**src/rtl/uart_dma_pkg.sv**
```systemverilog
package uart_dma_pkg;

  // Trigger threshold in bytes for a select code; one byte when queues are off.
  function automatic int trig_bytes(input logic [1:0] sel, input logic en, input int depth);
    int lvl;
    if (!en) begin
      lvl = 1;
    end else begin
      case (sel)
        2'b00:   lvl = 1;
        2'b01:   lvl = depth / 4;
        2'b10:   lvl = depth / 2;
        default: lvl = depth - 2;
      endcase
    end
    return lvl;
  endfunction

  // Capacity of a queue for the current enable state.
  function automatic int queue_cap(input logic en, input int depth);
    return en ? depth : 1;
  endfunction

  // Next value of a circular pointer.
  function automatic int ptr_next(input int ptr, input int depth);
    return (ptr == depth - 1) ? 0 : ptr + 1;
  endfunction

endpackage

```
**src/rtl/byte_fifo.sv**
```systemverilog
module byte_fifo
  import uart_dma_pkg::*;
#(
  parameter int DEPTH = 16,
  parameter int DW    = 8,
  localparam int AW   = $clog2(DEPTH),
  localparam int CW   = $clog2(DEPTH + 1)
) (
  input  logic          clk,
  input  logic          rst_n,
  input  logic          flush,
  input  logic [CW-1:0] cap,
  input  logic          push,
  input  logic [DW-1:0] push_data,
  input  logic          pop,
  output logic [DW-1:0] head,
  output logic [CW-1:0] count,
  output logic          push_drop
);

  logic [DW-1:0] mem [DEPTH];
  logic [AW-1:0] wr_ptr, rd_ptr;
  logic          full, empty, push_ok, pop_ok;

  assign full      = (count >= cap);
  assign empty     = (count == '0);
  assign push_ok   = push && !full && !flush;
  assign push_drop = push && full && !flush;
  assign pop_ok    = pop && !empty && !flush;
  assign head      = mem[rd_ptr];

  always_ff @(posedge clk) begin
    if (push_ok) mem[wr_ptr] <= push_data;
  end

  always_ff @(posedge clk or negedge rst_n) begin
    if (!rst_n) begin
      wr_ptr <= '0;
      rd_ptr <= '0;
      count  <= '0;
    end else if (flush) begin
      wr_ptr <= '0;
      rd_ptr <= '0;
      count  <= '0;
    end else begin
      if (push_ok) wr_ptr <= AW'(ptr_next(int'(wr_ptr), DEPTH));
      if (pop_ok)  rd_ptr <= AW'(ptr_next(int'(rd_ptr), DEPTH));
      case ({push_ok, pop_ok})
        2'b10:   count <= count + 1'b1;
        2'b01:   count <= count - 1'b1;
        default: count <= count;
      endcase
    end
  end

endmodule

```
**src/rtl/ready_encoder.sv**
```systemverilog
module ready_encoder #(
  parameter bit  IS_RX = 1'b0,
  parameter int  DEPTH = 16,
  localparam int CW    = $clog2(DEPTH + 1)
) (
  input  logic          rst_n,
  input  logic          dma_mode,
  input  logic [CW-1:0] count,
  input  logic [CW-1:0] cap,
  input  logic [CW-1:0] trig,
  output logic          rdy_n
);

  logic active;

  generate
    if (IS_RX) begin : g_rx
      logic unused_cap;
      assign unused_cap = ^cap;
      // mode 1 waits for the threshold, mode 0 wants any byte
      assign active = dma_mode ? (count >= trig) : (count != '0);
    end else begin : g_tx
      logic unused_trig;
      assign unused_trig = ^trig;
      // mode 1 wants any free slot, mode 0 wants a fully empty queue
      assign active = dma_mode ? (count < cap) : (count == '0);
    end
  endgenerate

  assign rdy_n = !(rst_n && active);

endmodule

```
**src/rtl/uart_fifo_dma_ready.sv**
```systemverilog
module uart_fifo_dma_ready
  import uart_dma_pkg::*;
#(
  parameter int  DEPTH = 16,
  parameter int  DW    = 8,
  localparam int CW    = $clog2(DEPTH + 1)
) (
  input  logic          clk,
  input  logic          rst_n,
  input  logic          fifo_en,
  input  logic          dma_mode,
  input  logic [1:0]    trig_sel,
  input  logic          cpu_wr,
  input  logic [DW-1:0] cpu_wdata,
  input  logic          ser_tx_pop,
  output logic [DW-1:0] tx_data,
  output logic [CW-1:0] tx_count,
  input  logic          ser_rx_push,
  input  logic [DW-1:0] ser_rx_data,
  input  logic          cpu_rd,
  output logic [DW-1:0] rx_data,
  output logic [CW-1:0] rx_count,
  output logic          rx_overrun,
  output logic          tx_rdy_n,
  output logic          rx_rdy_n
);

  logic          en_q;
  logic          flush;
  logic [CW-1:0] cap;
  logic [CW-1:0] trig;
  logic          tx_wr_drop;
  logic          rx_overrun_evt;

  always_ff @(posedge clk or negedge rst_n) begin
    if (!rst_n) en_q <= 1'b0;
    else        en_q <= fifo_en;
  end

  assign flush = (fifo_en != en_q);
  assign cap   = CW'(queue_cap(fifo_en, DEPTH));
  assign trig  = CW'(trig_bytes(trig_sel, fifo_en, DEPTH));

  byte_fifo #(.DEPTH(DEPTH), .DW(DW)) u_tx_q (
    .clk       (clk),
    .rst_n     (rst_n),
    .flush     (flush),
    .cap       (cap),
    .push      (cpu_wr),
    .push_data (cpu_wdata),
    .pop       (ser_tx_pop),
    .head      (tx_data),
    .count     (tx_count),
    .push_drop (tx_wr_drop)
  );

  byte_fifo #(.DEPTH(DEPTH), .DW(DW)) u_rx_q (
    .clk       (clk),
    .rst_n     (rst_n),
    .flush     (flush),
    .cap       (cap),
    .push      (ser_rx_push),
    .push_data (ser_rx_data),
    .pop       (cpu_rd),
    .head      (rx_data),
    .count     (rx_count),
    .push_drop (rx_overrun_evt)
  );

  // sticky overrun: a new drop wins over a clearing read
  always_ff @(posedge clk or negedge rst_n) begin
    if (!rst_n)              rx_overrun <= 1'b0;
    else if (rx_overrun_evt) rx_overrun <= 1'b1;
    else if (cpu_rd)         rx_overrun <= 1'b0;
  end

  ready_encoder #(.IS_RX(1'b0), .DEPTH(DEPTH)) u_tx_rdy (
    .rst_n    (rst_n),
    .dma_mode (dma_mode),
    .count    (tx_count),
    .cap      (cap),
    .trig     (trig),
    .rdy_n    (tx_rdy_n)
  );

  ready_encoder #(.IS_RX(1'b1), .DEPTH(DEPTH)) u_rx_rdy (
    .rst_n    (rst_n),
    .dma_mode (dma_mode),
    .count    (rx_count),
    .cap      (cap),
    .trig     (trig),
    .rdy_n    (rx_rdy_n)
  );

endmodule

```
**config.mk**
```make
export PLATFORM = sky130hd
export DESIGN_NAME = uart_fifo_dma_ready
export DESIGN_NICKNAME = d
export VERILOG_FILES = /design/src/rtl/uart_dma_pkg.sv /design/src/rtl/byte_fifo.sv /design/src/rtl/ready_encoder.sv /design/src/rtl/uart_fifo_dma_ready.sv
export SDC_FILE = /design/constraint.sdc
export NUM_CORES = 1
export LEC_CHECK = 0
export BUFFER_PORTS_ARGS = -buffer_cell sky130_fd_sc_hd__buf_4
export CORE_UTILIZATION = 41
export DETAILED_ROUTE_END_ITERATION = 6
export PLACE_DENSITY = 0.6
export SLEW_MARGIN = 10
export SYNTH_ARGS = -nofsm -noshare
export SYNTH_HDL_FRONTEND = slang
export SYNTH_SLANG_ARGS = --single-unit
```
**constraint.sdc**
```tcl
create_clock -name clk -period 4.25 [get_ports clk]
set_input_delay 0.85 -clock clk [delete_from_list [all_inputs] [get_ports clk]]
set_output_delay 0.85 -clock clk [all_outputs]
set_load 0.05 [all_outputs]
```
# Yosys cells after proc, flatten, opt, wreduce, memory -nomap -nowiden
# Memory sizes are Yosys's and may differ from the RTL's.
# Index checks and enable logic that the tools add are counted.
[totals]
memories = 2
register_bits = 28
input_bits = 26
ram_bits = 256
[classes]
mux = 27
n_eq_ne = 11
add_sub_neg = 8
order_cmp = 4
n_reduce_logical = 30
[memory_table]
columns = ["name", "depth", "word_bits", "rd", "rd_ports_with_merged_regs", "write_ports", "line_no", "rtl"]
rows = [
  ["u_rx_q.mem", 16, 8, 1, 0, 1, "byte_fifo.sv:21", "logic [DW-1:0] mem [DEPTH];"],
  ["u_tx_q.mem", 16, 8, 1, 0, 1, "byte_fifo.sv:21", ""],
]
[op_table]
columns = ["op", "count"]
rows = [
  ["two-way mux 4 bit", 12],
  ["two-way mux 5 bit", 4],
  ["case mux 5 bit (2 select lines)", 2],
  ["adder 4 x 1 -> 4 bit (second input constant)", 4],
  ["== test 4 x 1 -> 1 bit (second input constant)", 4],
  ["greater-or-equal comparator 5 bit", 3],
  ["logical AND 1 bit", 12],
  ["case mux 4 bit (3 select lines)", 1],
  ["adder 5 x 1 -> 5 bit (second input constant)", 2],
  ["zero test 5 bit", 2],
  ["nonzero test 2 bit", 5],
  ["subtractor 5 x 1 -> 5 bit (second input constant)", 2],
  ["two-way mux 1 bit", 8],
  ["zero test 1 bit", 7],
  ["== test 2 x 1 -> 1 bit (second input constant)", 3],
  ["== test 2 bit (second input constant)", 3],
  ["nonzero test 3 bit", 2],
  ["< comparator 5 bit", 1],
  ["nonzero test 5 bit", 1],
  ["zero test 2 bit", 1],
  ["!= test 1 bit", 1],
]

# Depth between registers and ports, before layout
# Gate-level depths: netlist of the first run.
[depth]
depth_word = 8
depth_mapped = 14
mapped_depth_nobuf = 12

# Cells and area by module
# Synthesis of the first run repeated with hierarchy kept, for this count alone.
[unflattened]
hier_cells = 799
hier_area_um2 = 12465.7
[modules_own_cells]
columns = ["mod", "instances", "area_per_inst_um2", "cells_each"]
rows = [
  ["byte_fifo (u_rx_q)", 1, 6047.0, 376],
  ["byte_fifo (u_tx_q)", 1, 6035.8, 374],
  ["ready_encoder (u_rx_rdy)", 1, 138.9, 20],
  ["ready_encoder (u_tx_rdy)", 1, 138.9, 18],
  ["uart_fifo_dma_ready", 1, 105.1, 11],
]

# Worst setup path before layout of the first run
# OpenSTA, ideal clock, no wires.
[synth_path]
path_kind = "reg-to-output"
startpoint = "reg u_rx_q.count[1]"
endpoint = "out rx_rdy_n"
path_stages_with_launch = 4
arrival_ns = 3.204
path_slack_ns = 0.196
required_time_ns = 3.400
cell_sequence = "dfrtp_1 buf_6 or4_4 o311ai_0"
[synth_between]
elab_chain_cells = 4
word_cells_on_any_way = 5
classes_between = "1 x order compare; 1 x mux; 3 x reduce/logical"
[synth_rtl]
columns = ["item", "line_no", "rtl"]
rows = [
  ["start, declared", "byte_fifo.sv:17", "output logic [CW-1:0] count,"],
  ["start signal, assigned", "byte_fifo.sv:49", "2'b10: count <= count + 1'b1;"],
  ["start signal, assigned", "byte_fifo.sv:50", "2'b01: count <= count - 1'b1;"],
  ["start signal, assigned", "byte_fifo.sv:51", "default: count <= count;"],
  ["greater-or-equal comparator 5 bit or nonzero test 5 bit (tied branches)", "ready_encoder.sv:21", "assign active = dma_mode ? (count >= trig) : (count != '0);"],
  ["two-way mux 1 bit *", "ready_encoder.sv:21", ""],
  ["logical AND 1 bit *", "ready_encoder.sv:30", "assign rdy_n = !(rst_n && active);"],
  ["zero test 1 bit *", "ready_encoder.sv:30", ""],
  ["end, declared", "uart_fifo_dma_ready.sv:25", "output logic rx_rdy_n"],
]
# Every way passes the cells marked *; elsewhere a longest branch is shown, timed or not.

# Final worst setup path of the first run
[layout_path]
startpoint = "reg u_tx_q.rd_ptr[0]"
endpoint = "out tx_data[7]"
[layout_between]
elab_chain_cells = 1
[layout_rtl]
columns = ["item", "line_no", "rtl"]
rows = [
  ["start, declared", "byte_fifo.sv:22", "logic [AW-1:0] wr_ptr, rd_ptr;"],
  ["start signal, assigned", "byte_fifo.sv:47", "if (pop_ok) rd_ptr <= AW'(ptr_next(int'(rd_ptr), DEPTH));"],
  ["memory read (16 x 8 bit)", "n/a", ""],
  ["end, declared", "uart_fifo_dma_ready.sv:16", "output logic [DW-1:0] tx_data,"],
]
# No other way between the ends.

==> results.md, run 1 <==
- The run finished with clean final reports.
- After clock tree synthesis, the clock-pin slew on the worst setup and hold paths is 60 ps.
- The cell area power density is approximately 600 nW/um^2.
- The register area share after synthesis is 69.31%.
- The number of buffers inserted by hold repair at cts is 0.
- Summing internal, switching and leakage power gives ~8400 uW.
- Once the floorplan was initialized, standard cells occupied 41.94% of the core.
- The total setup buffers inserted after CTS is 0.
- Across all layers, the routed design uses around 6700 vias.
- The post-cts sizing count is 0.
- Counting the buffers created by CTS gives 30.
- The number of nets in the synthesized netlist is 805.
- In this run the number of H-tree levels came out at 1.
- The total global routing overflow is 0.
- The path class of the tightest hold or removal check is in -> async.
- The largest fanout on the critical path is 33.
- The height of the die is 173.8 um.
- For the final routed database, the setup TNS stands at 0 ps.
- The number of enable flip-flop cells after synthesis is 256.
- Counting every sink on the clock net gives 284.
- The buffer levels on the longest clock path is 3.
- The met3 usage in global routing is 2.303%.
- After synthesis the cells add up to 12100 sq um.
- The clock latency reported for the late side of the worst-skew pair is 550 ps.
- The top cell types in the final layout, fill and taps aside, are edfxtp_1, buf_4, mux2i_1, nand2_1, o21ai_0.
- For this run, the top clock speed supported by timing is 265.6 MHz.
- The largest net degree at the start of global routing is 34.
- After the first detailed-routing iteration, the DRC count stood at 414.
- Summing all multi-input logic gate instances after layout gives roughly 3500 sq um.
- The first global-routing pass estimated 39.41 mm of wire.
- The growth of design area from synthesis to finish is 16.34%.
- For the worst setup path, the data arrival time is 2920 ps.
- For the worst flop-to-flop path, the logic depth is 12.
- The worst setup path is captured at a primary output.
- At the pin with the least slew margin, the transition time is 919.3 ps.
- The per-instance average area after synthesis is ~16 sq um.
- The pre-antenna-repair detailed-routing pass consisted of 5 iterations.
- The number of port buffers is 54.
- The number of cells produced by synthesis is 756.
- The area of the die is 30210 sq um.
- The worst voltage drop across the vdd grid is 384.7 uV.
- The number of distinct standard cells referenced by the synthesized netlist is 62.
- After layout, the minimum clock period comes to 3765 ps.
- The type of the worst setup path is reg -> out.
- The most instantiated flip-flop cell in the synthesis netlist is edfxtp_1.
- The cell sitting at the root of the clock tree is a clkbuf_16.
- The number of global-route vias before repair was 6829.
- The most critical setup path has its startpoint at u_tx_q.rd_ptr[0].
- Global routing used 16.98% of the available tracks.
- The library cell used most frequently in the layout, excluding fill and tap cells, is edfxtp_1.
- The routed wire length per instance is 20.47 um.
- The count of boundary I/O pins is 55.
- The relative slew slack is 38.71%.
- For this block, the routed nets add up to roughly 25 mm of wire.
- The fraction of final layout cells sized beyond drive strength 1 is between 20% and 30%.
- Setup violations remaining at the end of the flow were counted as 0.
- The area of the placeable core is 28860 sq um.
- The number of max-slew violations in the final report is 0.
- The final period utilization is about nine tenths.
- The tool flagged a number of max-cap violations equal to 0.
- The end of the worst register-to-register path is u_tx_q.count[4].
- The count of nets left with antenna violations once routing finished came out at 0.
- The last weighted congestion value of the routability-driven placer is 0.7820.
- On the final layout, the worst clock skew is 13.74 ps.
- The number of fill cells in the layout is 2446.
- The total of warnings raised by yosys is 0.
- After detailed routing, the number of remaining DRC violations is 0.
- The count of antenna diodes in the layout is 0.
- The critical register-to-register path startpoint is u_tx_q.count[0].
- Counting flops with an async set or reset pin after synthesis yields a share of 9.859%.
- met2 is the most crowded layer.
- Global routing used a little under a quarter of the available met1 tracks.
- Summed over all cells, the static leakage comes to 0.004771 uW.
- The final hold violation count is 0.
- The die width is about 170 um.
- Following the worst setup path forward leads to its endpoint at tx_data[7].
- The final-stage net count is 877.
- The post-detailed-placement half-perimeter wirelength is 16.50 mm.
- The met2 capacity usage during global routing is between 20 and 30%.
- In the final layout, flip-flops and latches occupy 8391 sq um.
- The clock tree from TritonCTS is built.
- The register-to-register setup slack is roughly 1100 ps.
- On the final layout, the worst hold slack is 223.1 ps.
- The initial antenna violation count was 0.
- Dividing the detail-routed via count by the number of cells gives 5.403.
- The data required time at the worst endpoint is approximately 3400 ps.
- The standard-cell row count is 62.
- In this run, synthesis produced a sequential element count of 284.
- The startpoint class of the critical path is a flip-flop.
- Setup repair after global routing left no endpoint under its margin.
## per-stage QoR
stage,std cells,instance area (sq um),util [%],setup WS [ps]
after floorplan,756,12100,-,196.2
after global placement,1180,13020,45.11,751.9
after detailed placement,1180,13020,45.11,695.7
after CTS,1235,14080,48.79,473.9
after global routing,1235,14080,48.79,241.2
final,1235,14080,48.79,484.7
## layout make-up
type	instances	share of cell area [%]
clock inverters	13	1.395
inverters	17	0.4532
flip-flops and latches	284	59.59
repair buffers	79	4.390
clock buffers	42	6.158
multi-input cells	416	24.60
well taps	384	3.412
## layer usage
metal | vias up | routed length (um)
li1 | 3096 | -
met1 | 3403 | 11640
met2 | 129 | 12140
met3 | 45 | 899
met4 | 0 | 596
met5 | - | 0
## worst max-delay path, cell delays in order, from the launching register on
cell,delay [ps]
dfrtp_2,950
buf_4,300
mux2_2,340
o21ai_0,160
a21oi_1,100
o21ai_0,200
nand2_1,90
buf_4,190
## cell families after synthesis
logic type | after synthesis | share of synthesized area [%]
AO/OA/AOI/OAI | 130 | 6.999
buffers and inverters | 56 | 2.129
adder cells (fa/ha/maj) | 23 | 2.440
flip-flops | 284 | 69.31
XOR/XNOR | 11 | 1.013
AND/OR/NAND/NOR | 154 | 6.534
multiplexers | 98 | 11.58
## worst min path at each step
stage / cells after the start / end
after floorplan: 2 / u_tx_q.wr_ptr[1]
after global placement: 2 / rx_overrun
final: 1 / rx_overrun
after CTS: 1 / u_rx_q.count[4]
after detailed placement: 2 / rx_overrun
after global routing: 1 / u_rx_q.count[2]
## registers in the layout (all words and copies together) (netlist names)
signal and flops:
u_tx_q.rd_ptr 4, u_tx_q.wr_ptr 4, u_tx_q.mem 128, en_q 1
rx_overrun 1, u_tx_q.count 5, u_rx_q.wr_ptr 4, u_rx_q.mem 128
u_rx_q.rd_ptr 4, u_rx_q.count 5
## synth_stat cells (3+ instances only)
library cell	number	area (sq um)
nor4_1	3	18.77
a31oi_1	3	18.77
o21ai_0	39	195.2
buf_2	11	55.05
clkbuf_1	18	67.56
xor2_1	4	35.03
nor2_1	37	138.9
a21o_1	3	22.52
xnor2_1	5	43.79
a221oi_1	16	140.1
mux2i_1	50	500.5
o21ai_1	3	15.01
and3_1	3	18.77
and2_1	11	68.82
mux2_2	16	180.2
ha_1	22	275.3
a22oi_1	16	120.1
nor2b_1	4	25.02
nand2b_1	3	18.77
dfrtp_1	28	700.7
mux4_2	32	720.7
nor3b_1	5	37.54
a21oi_1	33	165.2
edfxtp_1	256	7687
nand3_1	8	40.04
inv_1	17	63.81
nor3_1	16	80.08
nor3_2	4	40.04
buf_1	5	18.77
nand2_1	46	172.7
## where the power goes
group	internal (uW)	switching [uW]	total (uW)
clock network	1720	1050	2770
logic	952	1260	2210
registers	3150	252	3410
(Power assumes the default switching activity.)
==> run 2: changes to the inputs <==
--- a/config.mk
+++ b/config.mk
@@ -5,7 +5,7 @@
 export SDC_FILE = /design/constraint.sdc
 export NUM_CORES = 1
 export LEC_CHECK = 0
-export BUFFER_PORTS_ARGS = -buffer_cell sky130_fd_sc_hd__buf_4
+export BUFFER_PORTS_ARGS = -buffer_cell sky130_fd_sc_hd__buf_2
 export CORE_UTILIZATION = 41
 export DETAILED_ROUTE_END_ITERATION = 6
 export PLACE_DENSITY = 0.6
==> run 2 against run 1 <==
  * Total power is 4.9% lower
  * Die area did not move
  * Register-to-register slack barely moved
  * Routed wire length barely moved
  * Clock skew decreased by 3.5 ps
  * First-iteration DRC count up 18%
  * Clock power decreased by 11%
  * Final cell count grew 0.40%
  * Sequential power decreased by 3%
  * Setup slack improved by 190 ps
  * Design area down 1.6%
==> results.md, run 2 (same netlist as run 1, synthesis figures left out) <==
- The flow ran to the end, and the final reports show no timing, DRC or antenna violations.
- The total internal power came to 5455 uW (-6.4%).
- The number of fill cells in the layout is 2487 (+1.7%).
- The via count is 6733 (+0.90%).
- The H-tree depth is 1 (unchanged).
- The termination of the worst setup path is tx_data[2].
- The minimum setup slack after placement came to 586.3 ps (-109.4 ps).
- The achievable clock frequency is 279.8 MHz (+5.3%).
- Setup repair after global routing left no endpoint under its margin.
- In the layout the commonest cells are edfxtp_1, buf_2, mux2i_1, nand2_1, o21ai_0.
- TritonCTS built the clock tree.
- The tree is rooted in a clkbuf_16.
- The number of buffers inserted by hold repair at cts is 0 (unchanged).
- The die width came to 173.8 um (unchanged).
- The switching power is 2529 uW (-1.6%).
- The area of the die is 30210 sq um (unchanged).
- The worst voltage drop across the vdd grid is 378.4 uV (-1.6%).
- The standard-cell row count is 62 (unchanged).
- The total negative slack is 0 ps (unchanged).
- The number of DRC markers in iteration 0 is 490 (+18%).
- The number of port buffers is 54 (unchanged).
- The DRC violations left is 0 (unchanged).
- The launch point of the worst path is u_tx_q.rd_ptr[1].
- The initial antenna violation count is 1 (+1).
- The leakage power came to 0.004693 uW (-1.6%).
- The endpoint kind of the worst setup timing path is a primary output.
- The number of buffers created by CTS is 30 (unchanged).
- The portion of total power attributed to sequential cells is 41.6% (+1.0 points).
- The worst setup path is launched from a flip-flop.
- The wire length reported by the detailed router is 25.27 mm (about the same).
- The last weighted congestion value of the routability-driven placer is 0.7644 (-2.3%).
- The sink count of the clock tree came to 284 (unchanged).
- The class of the tightest hold or removal check is in -> async.
- The actual slew at the worst max-slew pin is 810.6 ps (-108.8 ps).
- The final-stage net count is 881 (+0.46%).
- The fraction of final layout cells sized beyond drive strength 1 is 22.66% (-0.13 points).
- The number of cells on the worst reg-to-reg path was 12 (unchanged).
- The total setup buffers inserted after CTS is 0 (unchanged).
- The area of the placeable core came to 28860 sq um (unchanged).
- From synthesis to final layout, the design area changed by 14.43%.
- The worst clock skew on the final layout is 10.23 ps (-3.515 ps).
- The post-cts sizing count is 0 (unchanged).
- The buffer levels on the longest clock path is 3 (unchanged).
- The relative contribution of the clock network to total power is 31.0% (-2.1 points).
- The antenna violation net count after detailed routing was 0 (unchanged).
- The largest net degree at the start of global routing is 27 (-21%).
- The critical register-to-register path startpoint is u_rx_q.count[0].
- The worst register-to-register path ends at u_rx_q.count[4].
- The routed wire length per instance was 20.38 um (-0.44%).
- The critical path is of the reg -> out type.
- The count of antenna diodes in the layout came to 0 (unchanged).
- The library cell used most frequently in the layout, excluding fill and tap cells, is edfxtp_1.
- The worst setup slack after layout is 675.4 ps (+190.7 ps).
- The count of boundary I/O pins is 55 (unchanged).
- The largest registers in the layout are u_rx_q.mem (128), u_tx_q.mem (128).
- The cell total after placement was 1184 (+0.34%).
- The final hold violation count was 0 (unchanged).
- The total setup violations reported at the end of the flow is 0 (unchanged).
- The post-route non-filler standard cell count was 1240 (+0.40%).
- The count of maximum capacitance violations is 0 (unchanged).
- The largest fanout on the critical path is 12 (-64%).
- The clock latency reported for the late side of the worst-skew pair is 540 ps (about the same).
- The vias per cell is 5.430 (+0.49%).
- The height of the die is 173.8 um (unchanged).
- The initial standard-cell utilization of the core is 41.94% (unchanged).
- The final period utilization is 84.11% (-4.5 points).
- The time the worst path needs with I/O delays and setup is 3575 ps (-190.7 ps).
- The total global routing overflow is 0 (unchanged).
- The arrival time at the worst endpoint is 2720 ps (-200 ps).
- The wire length of the first global-routing pass was 39.45 mm (about the same).
- The number of max-slew violations in the final report is 0 (unchanged).
- The post-detailed-placement half-perimeter wirelength was 16.64 mm (+0.89%).
- The relative slew slack was 45.76% (+7.1 points).
- The data required time at the worst endpoint is 3400 ps (about the same).
- The CTS clock-pin slew for the worst setup and hold paths is 60 ps (about the same).
- The cell area power density was 576.5 nW/um^2 (-3.3%).
- The total global routing track utilization was 16.84% (-0.15 points).
- The number of global-route vias before repair is 6884 (+0.81%).
- The register-to-register setup slack came to 1130 ps (about the same).
- The first-pass detailed-route iteration total was 5 (unchanged).
- The combinational share of power is 27.4% (+1.0 points).
- The core utilization of the finished layout is 47.99% (-0.80 points).
- The net switching fraction of the power is 31.67% (+1.1 points).
==> run 2: cell type report <==
cell class	instances	area, sq um	area share, %
multi-input combinational	416	3465	25.02
sequential	284	8391	60.58
timing repair buffer	83	500.5	3.614
inverter	17	63.81	0.4607
clock buffer	43	849.6	6.134
tap	384	480.5	3.469
clock inverter	13	100.1	0.7227
==> run 2: metrics by stage <==
| stage | hold WS [ps] | total power [uW] | cell area, sq um |
|---|---|---|---|
| 2_1_floorplan | 542.0 | 5062 | 12100 |
| 3_3_place_gp | 525.3 | 5577 | 12900 |
| 3_5_place_dp | 539.7 | 5594 | 12900 |
| 4_1_cts | 163.1 | 8067 | 13850 |
| 5_1_grt | 181.3 | 8336 | 13850 |
| 6_report | 189.0 | 7984 | 13850 |
==> run 2: per-layer routing <==
metal / part of all wire (%) / global-route usage (%) / vias up
li1: - / - / 3115
met1: 45 / 23.33 / 3416
met2: 48 / 27.60 / 161
met3: 4.4 / 2.895 / 39
met4: 2.0 / 4.240 / 2
met5: 0.051 / 0 / -
==> run 2: power by group through the flow <==
stage | combinational, uW | clock [uW] | sequential, uW
2_1_floorplan | 1650 | 0 | 3420
3_5_place_dp | 2210 | 0 | 3380
5_1_grt | 2360 | 2630 | 3340
4_1_cts | 2220 | 2520 | 3320
3_3_place_gp | 2200 | 0 | 3380
6_report | 2180 | 2470 | 3320
==> run 2: worst max-delay path, stage by stage, from the launching register on <==
cell and delay, ps:
dfrtp_1 660, nor2b_1 210, buf_4 230, a221oi_1 570, o21ai_0 160, nand2_1 90, buf_2 260
==> run 2: worst min-delay path by stage <==
stage	start	to	slack [ps]	cells after the start
6_report	rst_n	u_rx_q.wr_ptr[3]	190	1
5_1_grt	rst_n	u_rx_q.count[4]	180	1
4_1_cts	rst_n	u_rx_q.count[4]	160	1
3_5_place_dp	rx_overrun	rx_overrun	540	2
3_3_place_gp	rx_overrun	rx_overrun	530	2
2_1_floorplan	u_tx_q.wr_ptr[1]	u_tx_q.wr_ptr[1]	540	2
